--- config.mk ---
export PLATFORM = sky130hd
export DESIGN_NAME = asram_ctrl
export DESIGN_NICKNAME = d
export VERILOG_FILES = /design/src/rtl/asram_pkg.sv /design/src/rtl/asram_timer.sv /design/src/rtl/asram_fsm.sv /design/src/rtl/asram_datapath.sv /design/src/rtl/asram_ctrl.sv
export SDC_FILE = /design/constraint.sdc
export NUM_CORES = 1
export LEC_CHECK = 0
export ABC_AREA = 1
export BUFFER_PORTS_ARGS = -buffer_cell sky130_fd_sc_hd__buf_2
export CORE_AREA = 2 2 87 97
export CTS_CLUSTER_DIAMETER = 200
export DETAILED_ROUTE_END_ITERATION = 10
export DIE_AREA = 0 0 89 99
export SETUP_SLACK_MARGIN = 0.4
export SLEW_MARGIN = 20
export SYNTH_ARGS = -nofsm -noshare
export SYNTH_HDL_FRONTEND = slang
export SYNTH_SLANG_ARGS = --single-unit
--- constraint.sdc ---
create_clock -name clk -period 1.23 [get_ports clk]
set_clock_uncertainty 0.15 [all_clocks]
set_input_delay 0.123 -clock clk [delete_from_list [all_inputs] [get_ports clk]]
set_output_delay 0.123 -clock clk [all_outputs]
set_load 0.01 [all_outputs]
--- src/rtl/asram_pkg.sv ---
package asram_pkg;

  typedef enum logic [2:0] {
    ST_IDLE,
    ST_SETUP,
    ST_WPULSE,
    ST_WHOLD,
    ST_RACC,
    ST_RTURN
  } ctl_state_e;

  // Whole clock cycles that cover a time in picoseconds, never below one.
  function automatic int ns_to_cyc(input int t_ps, input int clk_ps);
    int c;
    c = (t_ps + clk_ps - 1) / clk_ps;
    if (c < 1) c = 1;
    return c;
  endfunction

  function automatic int max2(input int a, input int b);
    return (a > b) ? a : b;
  endfunction

  // Counter width able to hold the largest phase length minus one.
  function automatic int cnt_width(input int a, input int b, input int c,
                                   input int d, input int e);
    int m;
    m = max2(max2(max2(a, b), max2(c, d)), e);
    return max2(1, $clog2(m));
  endfunction

endpackage

--- src/rtl/asram_timer.sv ---
module asram_timer #(
  parameter int CW = 2
) (
  input  logic          clk,
  input  logic          rst_n,
  input  logic          load,
  input  logic [CW-1:0] load_val,
  output logic [CW-1:0] cnt_d,
  output logic          done
);
  logic [CW-1:0] cnt_q;

  always_comb begin
    if (load)                cnt_d = load_val;
    else if (cnt_q != '0)    cnt_d = cnt_q - 1'b1;
    else                     cnt_d = cnt_q;
  end

  always_ff @(posedge clk or negedge rst_n) begin
    if (!rst_n) cnt_q <= '0;
    else        cnt_q <= cnt_d;
  end

  assign done = (cnt_q == '0);
endmodule

--- src/rtl/asram_fsm.sv ---
module asram_fsm
  import asram_pkg::*;
#(
  parameter int SETUP_CYC     = 1,
  parameter int PULSE_CYC     = 3,
  parameter int DRIVE_DLY_CYC = 1,
  parameter int HOLD_CYC      = 1,
  parameter int ACC_CYC       = 3,
  parameter int TURN_CYC      = 1,
  parameter int CW            = 2
) (
  input  logic clk,
  input  logic rst_n,
  input  logic req_i,
  input  logic wr_i,
  output logic rdy_o,
  output logic accept_o,
  output logic capture_o,
  output logic ce_n_o,
  output logic we_n_o,
  output logic oe_n_o,
  output logic dq_oe_o
);
  localparam logic [CW-1:0] L_SETUP = CW'(SETUP_CYC - 1);
  localparam logic [CW-1:0] L_PULSE = CW'(PULSE_CYC - 1);
  localparam logic [CW-1:0] L_HOLD  = CW'(HOLD_CYC - 1);
  localparam logic [CW-1:0] L_ACC   = CW'(ACC_CYC - 1);
  localparam logic [CW-1:0] L_TURN  = CW'(TURN_CYC - 1);
  // Bus drive begins once the pulse counter has fallen to this value.
  localparam logic [CW-1:0] L_DRV   = CW'(PULSE_CYC - 1 - DRIVE_DLY_CYC);

  ctl_state_e    state_q, state_d;
  logic          wr_q;
  logic          load;
  logic [CW-1:0] load_val;
  logic [CW-1:0] cnt_d;
  logic          done;

  asram_timer #(.CW(CW)) timer_i (
    .clk      (clk),
    .rst_n    (rst_n),
    .load     (load),
    .load_val (load_val),
    .cnt_d    (cnt_d),
    .done     (done)
  );

  assign rdy_o    = (state_q == ST_IDLE);
  assign accept_o = req_i && rdy_o;

  always_comb begin
    state_d   = state_q;
    load      = 1'b0;
    load_val  = '0;
    capture_o = 1'b0;
    unique case (state_q)
      ST_IDLE: if (accept_o) begin
        state_d = ST_SETUP;  load = 1'b1;  load_val = L_SETUP;
      end
      ST_SETUP: if (done) begin
        load = 1'b1;
        if (wr_q) begin state_d = ST_WPULSE; load_val = L_PULSE; end
        else      begin state_d = ST_RACC;   load_val = L_ACC;   end
      end
      ST_WPULSE: if (done) begin
        state_d = ST_WHOLD;  load = 1'b1;  load_val = L_HOLD;
      end
      ST_WHOLD: if (done) state_d = ST_IDLE;
      ST_RACC: if (done) begin
        capture_o = 1'b1;
        state_d   = ST_RTURN;  load = 1'b1;  load_val = L_TURN;
      end
      ST_RTURN: if (done) state_d = ST_IDLE;
      default: state_d = ST_IDLE;
    endcase
  end

  always_ff @(posedge clk or negedge rst_n) begin
    if (!rst_n) begin
      state_q <= ST_IDLE;
      wr_q    <= 1'b0;
      ce_n_o  <= 1'b1;
      we_n_o  <= 1'b1;
      oe_n_o  <= 1'b1;
      dq_oe_o <= 1'b0;
    end else begin
      state_q <= state_d;
      if (accept_o) wr_q <= wr_i;
      // Strobes leave flops decoded from the next state: no decode glitches.
      ce_n_o  <= !((state_d == ST_WPULSE) || (state_d == ST_RACC));
      we_n_o  <= !(state_d == ST_WPULSE);
      oe_n_o  <= !(state_d == ST_RACC);
      dq_oe_o <= ((state_d == ST_WPULSE) && (cnt_d <= L_DRV)) ||
                 (state_d == ST_WHOLD);
    end
  end


  we_with_ce_chk: assert property (@(posedge clk) disable iff (!rst_n)
    !we_n_o |-> !ce_n_o);

  oe_off_in_write_chk: assert property (@(posedge clk) disable iff (!rst_n)
    !we_n_o |-> oe_n_o);

  hold_after_write_chk: assert property (@(posedge clk) disable iff (!rst_n)
    $rose(we_n_o) |-> dq_oe_o);

  no_contention_chk: assert property (@(posedge clk) disable iff (!rst_n)
    dq_oe_o |-> (oe_n_o && $past(oe_n_o)));

  idle_deselect_chk: assert property (@(posedge clk) disable iff (!rst_n)
    rdy_o |-> (ce_n_o && !dq_oe_o));

  read_strobes_chk: assert property (@(posedge clk) disable iff (!rst_n)
    !oe_n_o |-> (!ce_n_o && we_n_o));
endmodule

--- src/rtl/asram_datapath.sv ---
module asram_datapath #(
  parameter int AW = 15,
  parameter int DW = 8
) (
  input  logic          clk,
  input  logic          rst_n,
  input  logic          accept,
  input  logic          capture,
  input  logic [AW-1:0] addr_i,
  input  logic [DW-1:0] wdata_i,
  input  logic [DW-1:0] dq_i,
  output logic [AW-1:0] ram_addr_o,
  output logic [DW-1:0] dq_o,
  output logic [DW-1:0] rdata_o,
  output logic          rvalid_o
);
  always_ff @(posedge clk or negedge rst_n) begin
    if (!rst_n) begin
      ram_addr_o <= '0;
      dq_o       <= '0;
      rdata_o    <= '0;
      rvalid_o   <= 1'b0;
    end else begin
      if (accept) begin
        ram_addr_o <= addr_i;
        dq_o       <= wdata_i;
      end
      if (capture) rdata_o <= dq_i;
      rvalid_o <= capture;
    end
  end


  rvalid_pulse_chk: assert property (@(posedge clk) disable iff (!rst_n)
    rvalid_o |=> !rvalid_o);

  rdata_stable_chk: assert property (@(posedge clk) disable iff (!rst_n)
    !rvalid_o |-> $stable(rdata_o));
endmodule

--- src/rtl/asram_ctrl.sv ---
module asram_ctrl
  import asram_pkg::*;
#(
  parameter int ADDR_W        = 15,
  parameter int DATA_W        = 8,
  parameter int CLK_PS        = 4000,
  parameter int T_WE_PS       = 8000,
  parameter int T_DS_PS       = 6000,
  parameter int T_ACC_PS      = 12000,
  parameter int SETUP_CYC     = 1,
  parameter int DRIVE_DLY_CYC = 1,
  parameter int PULSE_CYC     = max2(ns_to_cyc(T_WE_PS, CLK_PS),
                                     DRIVE_DLY_CYC + ns_to_cyc(T_DS_PS, CLK_PS)),
  parameter int HOLD_CYC      = 1,
  parameter int ACC_CYC       = ns_to_cyc(T_ACC_PS, CLK_PS),
  parameter int TURN_CYC      = 1
) (
  input  logic              clk,
  input  logic              rst_n,
  input  logic              req_i,
  input  logic              wr_i,
  input  logic [ADDR_W-1:0] addr_i,
  input  logic [DATA_W-1:0] wdata_i,
  output logic              rdy_o,
  output logic [DATA_W-1:0] rdata_o,
  output logic              rvalid_o,
  output logic [ADDR_W-1:0] ram_addr_o,
  output logic              ram_ce_n_o,
  output logic              ram_we_n_o,
  output logic              ram_oe_n_o,
  output logic [DATA_W-1:0] ram_dq_o,
  output logic              ram_dq_oe_o,
  input  logic [DATA_W-1:0] ram_dq_i
);
  localparam int CW = cnt_width(SETUP_CYC, PULSE_CYC, HOLD_CYC, ACC_CYC, TURN_CYC);

  logic accept;
  logic capture;

  asram_fsm #(
    .SETUP_CYC     (SETUP_CYC),
    .PULSE_CYC     (PULSE_CYC),
    .DRIVE_DLY_CYC (DRIVE_DLY_CYC),
    .HOLD_CYC      (HOLD_CYC),
    .ACC_CYC       (ACC_CYC),
    .TURN_CYC      (TURN_CYC),
    .CW            (CW)
  ) fsm_i (
    .clk       (clk),
    .rst_n     (rst_n),
    .req_i     (req_i),
    .wr_i      (wr_i),
    .rdy_o     (rdy_o),
    .accept_o  (accept),
    .capture_o (capture),
    .ce_n_o    (ram_ce_n_o),
    .we_n_o    (ram_we_n_o),
    .oe_n_o    (ram_oe_n_o),
    .dq_oe_o   (ram_dq_oe_o)
  );

  asram_datapath #(.AW(ADDR_W), .DW(DATA_W)) dp_i (
    .clk        (clk),
    .rst_n      (rst_n),
    .accept     (accept),
    .capture    (capture),
    .addr_i     (addr_i),
    .wdata_i    (wdata_i),
    .dq_i       (ram_dq_i),
    .ram_addr_o (ram_addr_o),
    .dq_o       (ram_dq_o),
    .rdata_o    (rdata_o),
    .rvalid_o   (rvalid_o)
  );


  addr_steady_chk: assert property (@(posedge clk) disable iff (!rst_n)
    (!rdy_o && !accept) |=> $stable(ram_addr_o));
endmodule

==> results.txt, run 1 <==
Outcome: complete, but fails checks
Failing checks: negative hold slack, negative setup slack
Routed Antenna Nets: 0
Tot Pwr: 7.81 mW
# port buffers: 71
Die area: 0.00881 sq mm
CTS tree: done
Drt wl/cell: 11.5 microns
Hpwl dp: 3030 microns
Clock-pin slew on the worst setup and hold paths: 0.09 ns
Final wirelength: 4850 microns
Finish-stage setup viols: 43
Delay-heaviest family, CP: flip-flops
Comb pwr share: 51.8%
GPL Wtd Cong: 0.844
Number of global-route vias before repair: 1540
Fin. Hold Viols: 17
P_leak: 1.57 nW
Root Buffer: clkbuf_8
Post-route setup slack: -0.211 ns
Mapped cell area: 0.00176 sq mm
Post-Syn Instances: 188
Slowest CP cell: dfrtp_2
P_int: 4.89 mW
Grt ovf: 0
Main combinational cell family by area after synthesis: simple AND/OR/NAND/NOR gates
Post-Synth XOR/XNOR Area: 0%
Syn_nets: 223
Max-cap violation count: 0
Core ar.: 0.00783 sq mm
CP endpoint kind: flip-flop
Routing usage on met3: 2.35%
Simple-gate share of the synthesized area: 32.2%
Asr flop ratio synth: 100%
Number of synthesized flops with an enable pin: 0
Routed via count: 1649
Vias/cell: 3.93
Final min period: 1.44 ns
Switching Share: 37.4%
Final nets: 346
DIE WIDTH: 89 microns
Clock Latency Late Sink: 0.30 ns
GR Layer Usage met1: 14.1%
Largest net degree at the start of global routing: 43
Post-Synth Adder-Cell Area: 0%
Initial antenna violation count: 0
Mux cell area share after synthesis: 0%
CTS Buffer Depth: 2
Top FF cell, synth: dfrtp_1
I/O pin cnt: 72
RSZ-0062 raised after global routing: yes
Cell Chain, Critical Path: buf_4 > nor2_4 > nand3_4 > buf_12 > nand2_1 > nand2_1
Global-route wire length before repair: 7510 microns
CTS Buf Count: 5
Initial DRT Pass Iterations: 4
Hold path depth: 3
Hold Slack: -0.104 ns
WS Path Type: flip-flop to flip-flop
Yosys top cell area share: 55.4%
Count leader, synth: nand2_1
Clock sinks: 42
Final cell count without fillers: 420
Worst-Margin Slew: 0.235 ns
Crit-path most repeated cell: nand2_1
Main area contributors after synthesis: dfrtp_1 (55%), nand2_1 (18%), nand3_1 (7.1%), dfstp_2 (4.5%), buf_6 (2.6%)
Residual DRC count: 0
VDD IR max: 872 uV
Avg Cell Area, Syn: 9.38 sq um
Htree depth: 2
Diode count: 0
Flop pwr share: 31.2%
Power Dens Cells: 2660 mW/mm^2
Design area: 0.00294 sq mm
Post-synthesis cell type count: 23
Die Ht: 99 microns
Slew Limit Fails: 0
Gr busiest metal: met2
Post-placement cell count: 371
Register area share after synthesis: 59.8%
Synth cell count leaders: nand2_1 (86), dfrtp_1 (39), nand3_1 (25)
Placed Area: 0.00233 sq mm
Post-place setup slack: -0.0898 ns
Complex-gate fraction of the synthesized area: 2.48%
Crit path depth: 6
Starting Density: 22.5%
HP Class: input pin to flip-flop
Slowest cell delay on critical path: 0.42 ns
Worst Path Buf+Inv: 2
Max Fanout on Critical Path: 16
Rows: 34
NetSw: 2.92 mW
FF+latch count, synth: 42
Worst Path Required: 1.28 ns
Gr usage total: 11.2%
Critical path data arrival time: 1.49 ns
Synth Warn #: 0
Fill count: 800
Setup TNS: -6.32 ns
Fmax: 694 MHz
R2R cell count: 6
Met2 usage: 18.3%
Area grow syn2layout: 66.5%
Clock power share: 17.0%
Fraction of layout cells with a size suffix above 1: 48.4%
Final worst-path cycle share: 117%
Yosys top cell by area: dfrtp_1
Initial DRC count: 63
Slew HR: 84.3%
Crit start category: flip-flop
==> tightest hold or removal path: stages <==
cell and delay, ns:
buf_2 0.07, nand3_1 0.07, nand2_1 0.05
==> timing repair <==
item                       in CTS  in global routing
gates cloned                    2                  0
hold buffers                   15                  1
hold endpoints to repair       74                 18
pin swaps                       6                  4
setup endpoints to repair      79                 79
resized for setup              12                 12
buffers inserted               15                  8
==> final timing paths <==
path	from	end	slack [ns]
min in group asynchronous	rst_n	fsm_i.dq_oe_o$_DFF_PN0_	0.18
max in group asynchronous	rst_n	fsm_i.we_n_o$_DFF_PN1_	0.50
min	addr_i[13]	dp_i.ram_addr_o[13]$_DFFE_PN0P_	-0.10
max	fsm_i.state_q[1]$_DFF_PN0_	dp_i.ram_addr_o[4]$_DFFE_PN0P_	-0.21
min reg2reg	dp_i.dq_o[1]$_DFFE_PN0P_	dp_i.dq_o[1]$_DFFE_PN0P_	0.32
max reg2reg	fsm_i.state_q[1]$_DFF_PN0_	dp_i.ram_addr_o[4]$_DFFE_PN0P_	-0.21
==> layout by cell type (no fill, tap or decap) <==
cell	netlist	routed
buf_4	0	30
dfrtp_1	39	35
dfstp_2	3	3
nor2_1	2	2
buf_12	0	3
nand3b_1	1	1
nand3_4	1	2
nor2_4	3	4
buf_2	1	64
nand3_2	2	4
clkbuf_8	0	5
bufinv_16	0	2
clkinv_4	1	2
nand3_1	25	22
nand2_2	2	7
nor3_2	1	1
buf_6	4	8
nand2_4	1	3
a21oi_2	1	1
inv_2	4	5
o21a_1	1	1
inv_1	4	3
a21oi_1	1	1
o21ai_2	2	1
o21ai_1	0	1
dfrtp_2	0	4
nand2_1	86	79
o21ai_4	0	1
buf_16	0	1
dlygate4sd3_1	0	16
==> area by class of cell <==
class / instances / area, sq um / area share [%]
Tap cell: 108 / 135 / 4.60
Sequential cell: 42 / 1060 / 36.1
Clock buffer: 5 / 68.8 / 2.34
Timing Repair Buffer: 122 / 883 / 30.1
Clock inverter: 3 / 68.8 / 2.34
Multi-Input combinational cell: 131 / 681 / 23.2
Inverter: 9 / 38.8 / 1.32
==> power groups by stage <==
| stage | clock, mW | sequential [mW] | combinational, mW |
|---|---|---|---|
| after floorplan | 0 | 2.70 | 1.59 |
| after global placement | 0 | 2.45 | 2.95 |
| after detailed placement | 0 | 2.45 | 2.98 |
| after CTS | 1.37 | 2.43 | 3.78 |
| after global routing | 1.43 | 2.52 | 4.47 |
| final | 1.32 | 2.44 | 4.05 |
==> through the flow <==
step | hold slack (ns) | utilization [%]
2_1_floorplan | -0.323 | -
3_3_place_gp | -0.0282 | 29.8
3_5_place_dp | -0.0306 | 29.8
4_1_cts | -0.109 | 36.1
5_1_grt | -0.107 | 37.5
6_report | -0.104 | 37.5
==> per-layer routing <==
layer | part of all wire (%) | vias to the layer above
met5 | 0 | -
met4 | 2.0 | 0
met3 | 4.0 | 6
met2 | 51 | 46
met1 | 43 | 763
li1 | - | 834
==> flip-flops by register name (all words and copies together), names as in the netlist <==
register             flops
dp_i.rdata_o             8
fsm_i.dq_oe_o            1
fsm_i.state_q            3
fsm_i.oe_n_o             1
fsm_i.timer_i.cnt_q      2
fsm_i.we_n_o             1
dp_i.ram_addr_o         15
dp_i.dq_o                8
fsm_i.wr_q               1
fsm_i.ce_n_o             1
dp_i.rvalid_o            1
==> cell families after synthesis <==
| kind of cell | count (synthesis) |
|---|---|
| compound gates | 6 |
| buf+inv | 16 |
| flops | 42 |
| simple gates | 124 |
Note: power is estimated with default switching activity, not from simulation.
==> inputs of run 2 (changes only) <==
--- a/config.mk
+++ b/config.mk
@@ -5,12 +5,11 @@
 export SDC_FILE = /design/constraint.sdc
 export NUM_CORES = 1
 export LEC_CHECK = 0
-export ABC_AREA = 1
 export BUFFER_PORTS_ARGS = -buffer_cell sky130_fd_sc_hd__buf_2
-export CORE_AREA = 2 2 87 97
+export CORE_AREA = 2 2 85 95
 export CTS_CLUSTER_DIAMETER = 200
 export DETAILED_ROUTE_END_ITERATION = 10
-export DIE_AREA = 0 0 89 99
+export DIE_AREA = 0 0 87 97
 export SETUP_SLACK_MARGIN = 0.4
 export SLEW_MARGIN = 20
 export SYNTH_ARGS = -nofsm -noshare
==> constraint.sdc (replaced) <==
create_clock -name clk -period 1.3 [get_ports clk]
set_clock_uncertainty 0.15 [all_clocks]
set_input_delay 0.13 -clock clk [delete_from_list [all_inputs] [get_ports clk]]
set_output_delay 0.13 -clock clk [all_outputs]
set_load 0.01 [all_outputs]
==> results.txt, run 2 <==
Hold Slack: -0.434 ns
Residual DRC count: 0
DIE WIDTH: 87 microns
Switching Share: 31.4%
CTS Buffer Depth: 2
Post-place setup slack: -0.297 ns
Clock sinks: 42
Root Buffer: clkbuf_8
Mux cell area share after synthesis: 21.7%
Area grow syn2layout: 70.6%
Number of synthesized flops with an enable pin: 0
Complex-gate fraction of the synthesized area: 3.99%
CP endpoint kind: flip-flop
Setup TNS: -10.79 ns
Register area share after synthesis: 63.4%
Rows: 33
VDD IR max: 947 uV
Routed via count: 1345
Clock Latency Late Sink: 0.30 ns
P_int: 5.05 mW
Power Dens Cells: 2590 mW/mm^2
Finish-stage setup viols: 43
Max-cap violation count: 0
Largest net degree at the start of global routing: 24
Main combinational cell family by area after synthesis: multiplexers
Slew HR: 78.6%
Comb pwr share: 54.1%
WS Path Type: flip-flop to flip-flop
Final wirelength: 4230 microns
Final nets: 265
Final worst-path cycle share: 124%
Clock power share: 13.9%
Placed Area: 0.00235 sq mm
Main area contributors after synthesis: dfrtp_1 (59%), mux2_2 (22%), dfstp_2 (4.7%), buf_6 (2.0%), nand2_1 (1.8%)
Failing checks: negative hold slack, negative setup slack
Worst Path Required: 1.39 ns
Gr usage total: 10.2%
Yosys top cell area share: 58.7%
Tot Pwr: 7.35 mW
Syn_nets: 147
# port buffers: 71
Commonest cells after routing, fill and taps aside: buf_2 (66), dfrtp_1 (36), buf_4 (27)
Most common cell after layout, fill and taps aside: buf_2
Critical path data arrival time: 1.70 ns
Initial DRC count: 22
NetSw: 2.31 mW
Worst-Margin Slew: 0.321 ns
Htree depth: 2
Max Fanout on Critical Path: 4
Fmax: 621 MHz
Mapped cell area: 0.00166 sq mm
Registers with the most flip-flops: dp_i.ram_addr_o (15), dp_i.dq_o (8), dp_i.rdata_o (8)
Crit start category: flip-flop
Largest register FFs: 15
Top FF cell, synth: dfrtp_1
Post-layout util: 38.4%
Hpwl dp: 2800 microns
Synth Warn #: 0
Synth cell count leaders: dfrtp_1 (39), mux2_2 (32), nand2_1 (8)
Biggest register: dp_i.ram_addr_o
Design area: 0.00284 sq mm
Final min period: 1.61 ns
Number of global-route vias before repair: 1418
Vias/cell: 4.23
Die Ht: 97 microns
FF+latch count, synth: 42
Post-Synth XOR/XNOR Area: 0.527%
Asr flop ratio synth: 100%
Outcome: complete, but fails checks
I/O pin cnt: 72
Initial DRT Pass Iterations: 4
Diode count: 0
Clock-pin slew on the worst setup and hold paths: 0.08 ns
RSZ-0062 raised after global routing: yes
GPL Wtd Cong: 0.713
Initial antenna violation count: 0
Final cell count without fillers: 318
Die area: 0.00844 sq mm
Core ar.: 0.00739 sq mm
Fraction of layout cells with a size suffix above 1: 78.8%
Post-placement cell count: 282
Routed Antenna Nets: 0
Count leader, synth: dfrtp_1
Post-route setup slack: -0.311 ns
Starting Density: 22.5%
Grt ovf: 0
Fin. Hold Viols: 74
HP Class: input pin to asynchronous set/reset pin
Simple-gate share of the synthesized area: 7.22%
Drt wl/cell: 13.3 microns
Post-synthesis cell type count: 24
CTS Buf Count: 5
Slew Limit Fails: 0
Post-Syn Instances: 112
CTS tree: done
Flop pwr share: 32.0%
Post-Synth Adder-Cell Area: 0%
Global-route wire length before repair: 6670 microns
Yosys top cell by area: dfrtp_1
P_leak: 1.42 nW
Avg Cell Area, Syn: 14.8 sq um
==> run 2: changes by cell type in the layout (fill, tap and decap cells not counted), sizes merged, moves of 4 or more <==
| cell | before | now |
|---|---|---|
| nand2 | 89 | 9 |
| mux2 | 0 | 32 |
| nand3 | 28 | 0 |
| dlygate4sd3 | 16 | 0 |
| buf | 106 | 115 |
| inv | 8 | 1 |
| nor2 | 6 | 2 |
==> run 2: path summary, 6_finish.rpt <==
path | start | endpoint | slack (ns) | cells past startpoint
min in group clk | ram_dq_i[7] | dp_i.rdata_o[7]$_DFFE_PN0P_ | -0.09 | 2
max reg2reg | fsm_i.state_q[1]$_DFF_PN0_ | fsm_i.timer_i.cnt_q[1]$_DFF_PN0_ | -0.31 | 5
min | rst_n | dp_i.ram_addr_o[11]$_DFFE_PN0P_ | -0.43 | 1
max | fsm_i.state_q[1]$_DFF_PN0_ | fsm_i.timer_i.cnt_q[1]$_DFF_PN0_ | -0.31 | 5
max in group asynchronous | rst_n | fsm_i.state_q[1]$_DFF_PN0_ | 0.96 | 2
min reg2reg | dp_i.rdata_o[5]$_DFFE_PN0P_ | dp_i.rdata_o[5]$_DFFE_PN0P_ | 0.36 | 1
==> run 2: cell type report <==
type,instances,area (sq um)
inverter,1,3.75
timing repair buffer,115,807
clock buffer,5,68.8
sequential,42,1060
clock inverter,3,40.0
tap,87,109
multi-input combinational,65,749
fill,720,4550
==> run 2: cell families (layout without fill, tap and decap cells) <==
logic type | after synthesis | count (layout)
compound gates | 10 | 10
xor+xnor | 1 | 1
buf+inv | 6 | 124
flops | 42 | 42
mux | 32 | 32
simple gates | 21 | 22
==> run 2: layer usage <==
layer	share of wire, %	track usage [%]	up-vias	wire (microns)
met3	4.9	2.05	9	209
met4	1.6	4.09	0	67
li1	-	-	625	-
met1	40	11.6	654	1680
met5	0	0	-	0
met2	54	18.3	57	2280
==> run 2: critical path: stages, from the launching register on <==
cell and delay [ns]:
dfrtp_2 0.46, buf_4 0.15, buf_6 0.10, or4_4 0.51
nand2_2 0.08, a21o_2 0.11
==> run 2: what timing repair did <==
action | 4_1_cts | 5_1_grt
setup buffers | 19 | 8
pin swaps | 7 | 3
gates cloned | 1 | 0
resized for setup | 30 | 12
hold endpoints to repair | 74 | 74
setup endpoints to repair | 79 | 79
==> run 2: power by group through the flow <==
stage | combinational, mW | sequential (mW) | clock, mW
final | 3.98 | 2.35 | 1.02
after global routing | 4.25 | 2.44 | 1.13
after CTS | 3.72 | 2.34 | 1.07
after detailed placement | 2.92 | 2.33 | 0
after global placement | 2.88 | 2.32 | 0
after floorplan | 1.49 | 2.61 | 0
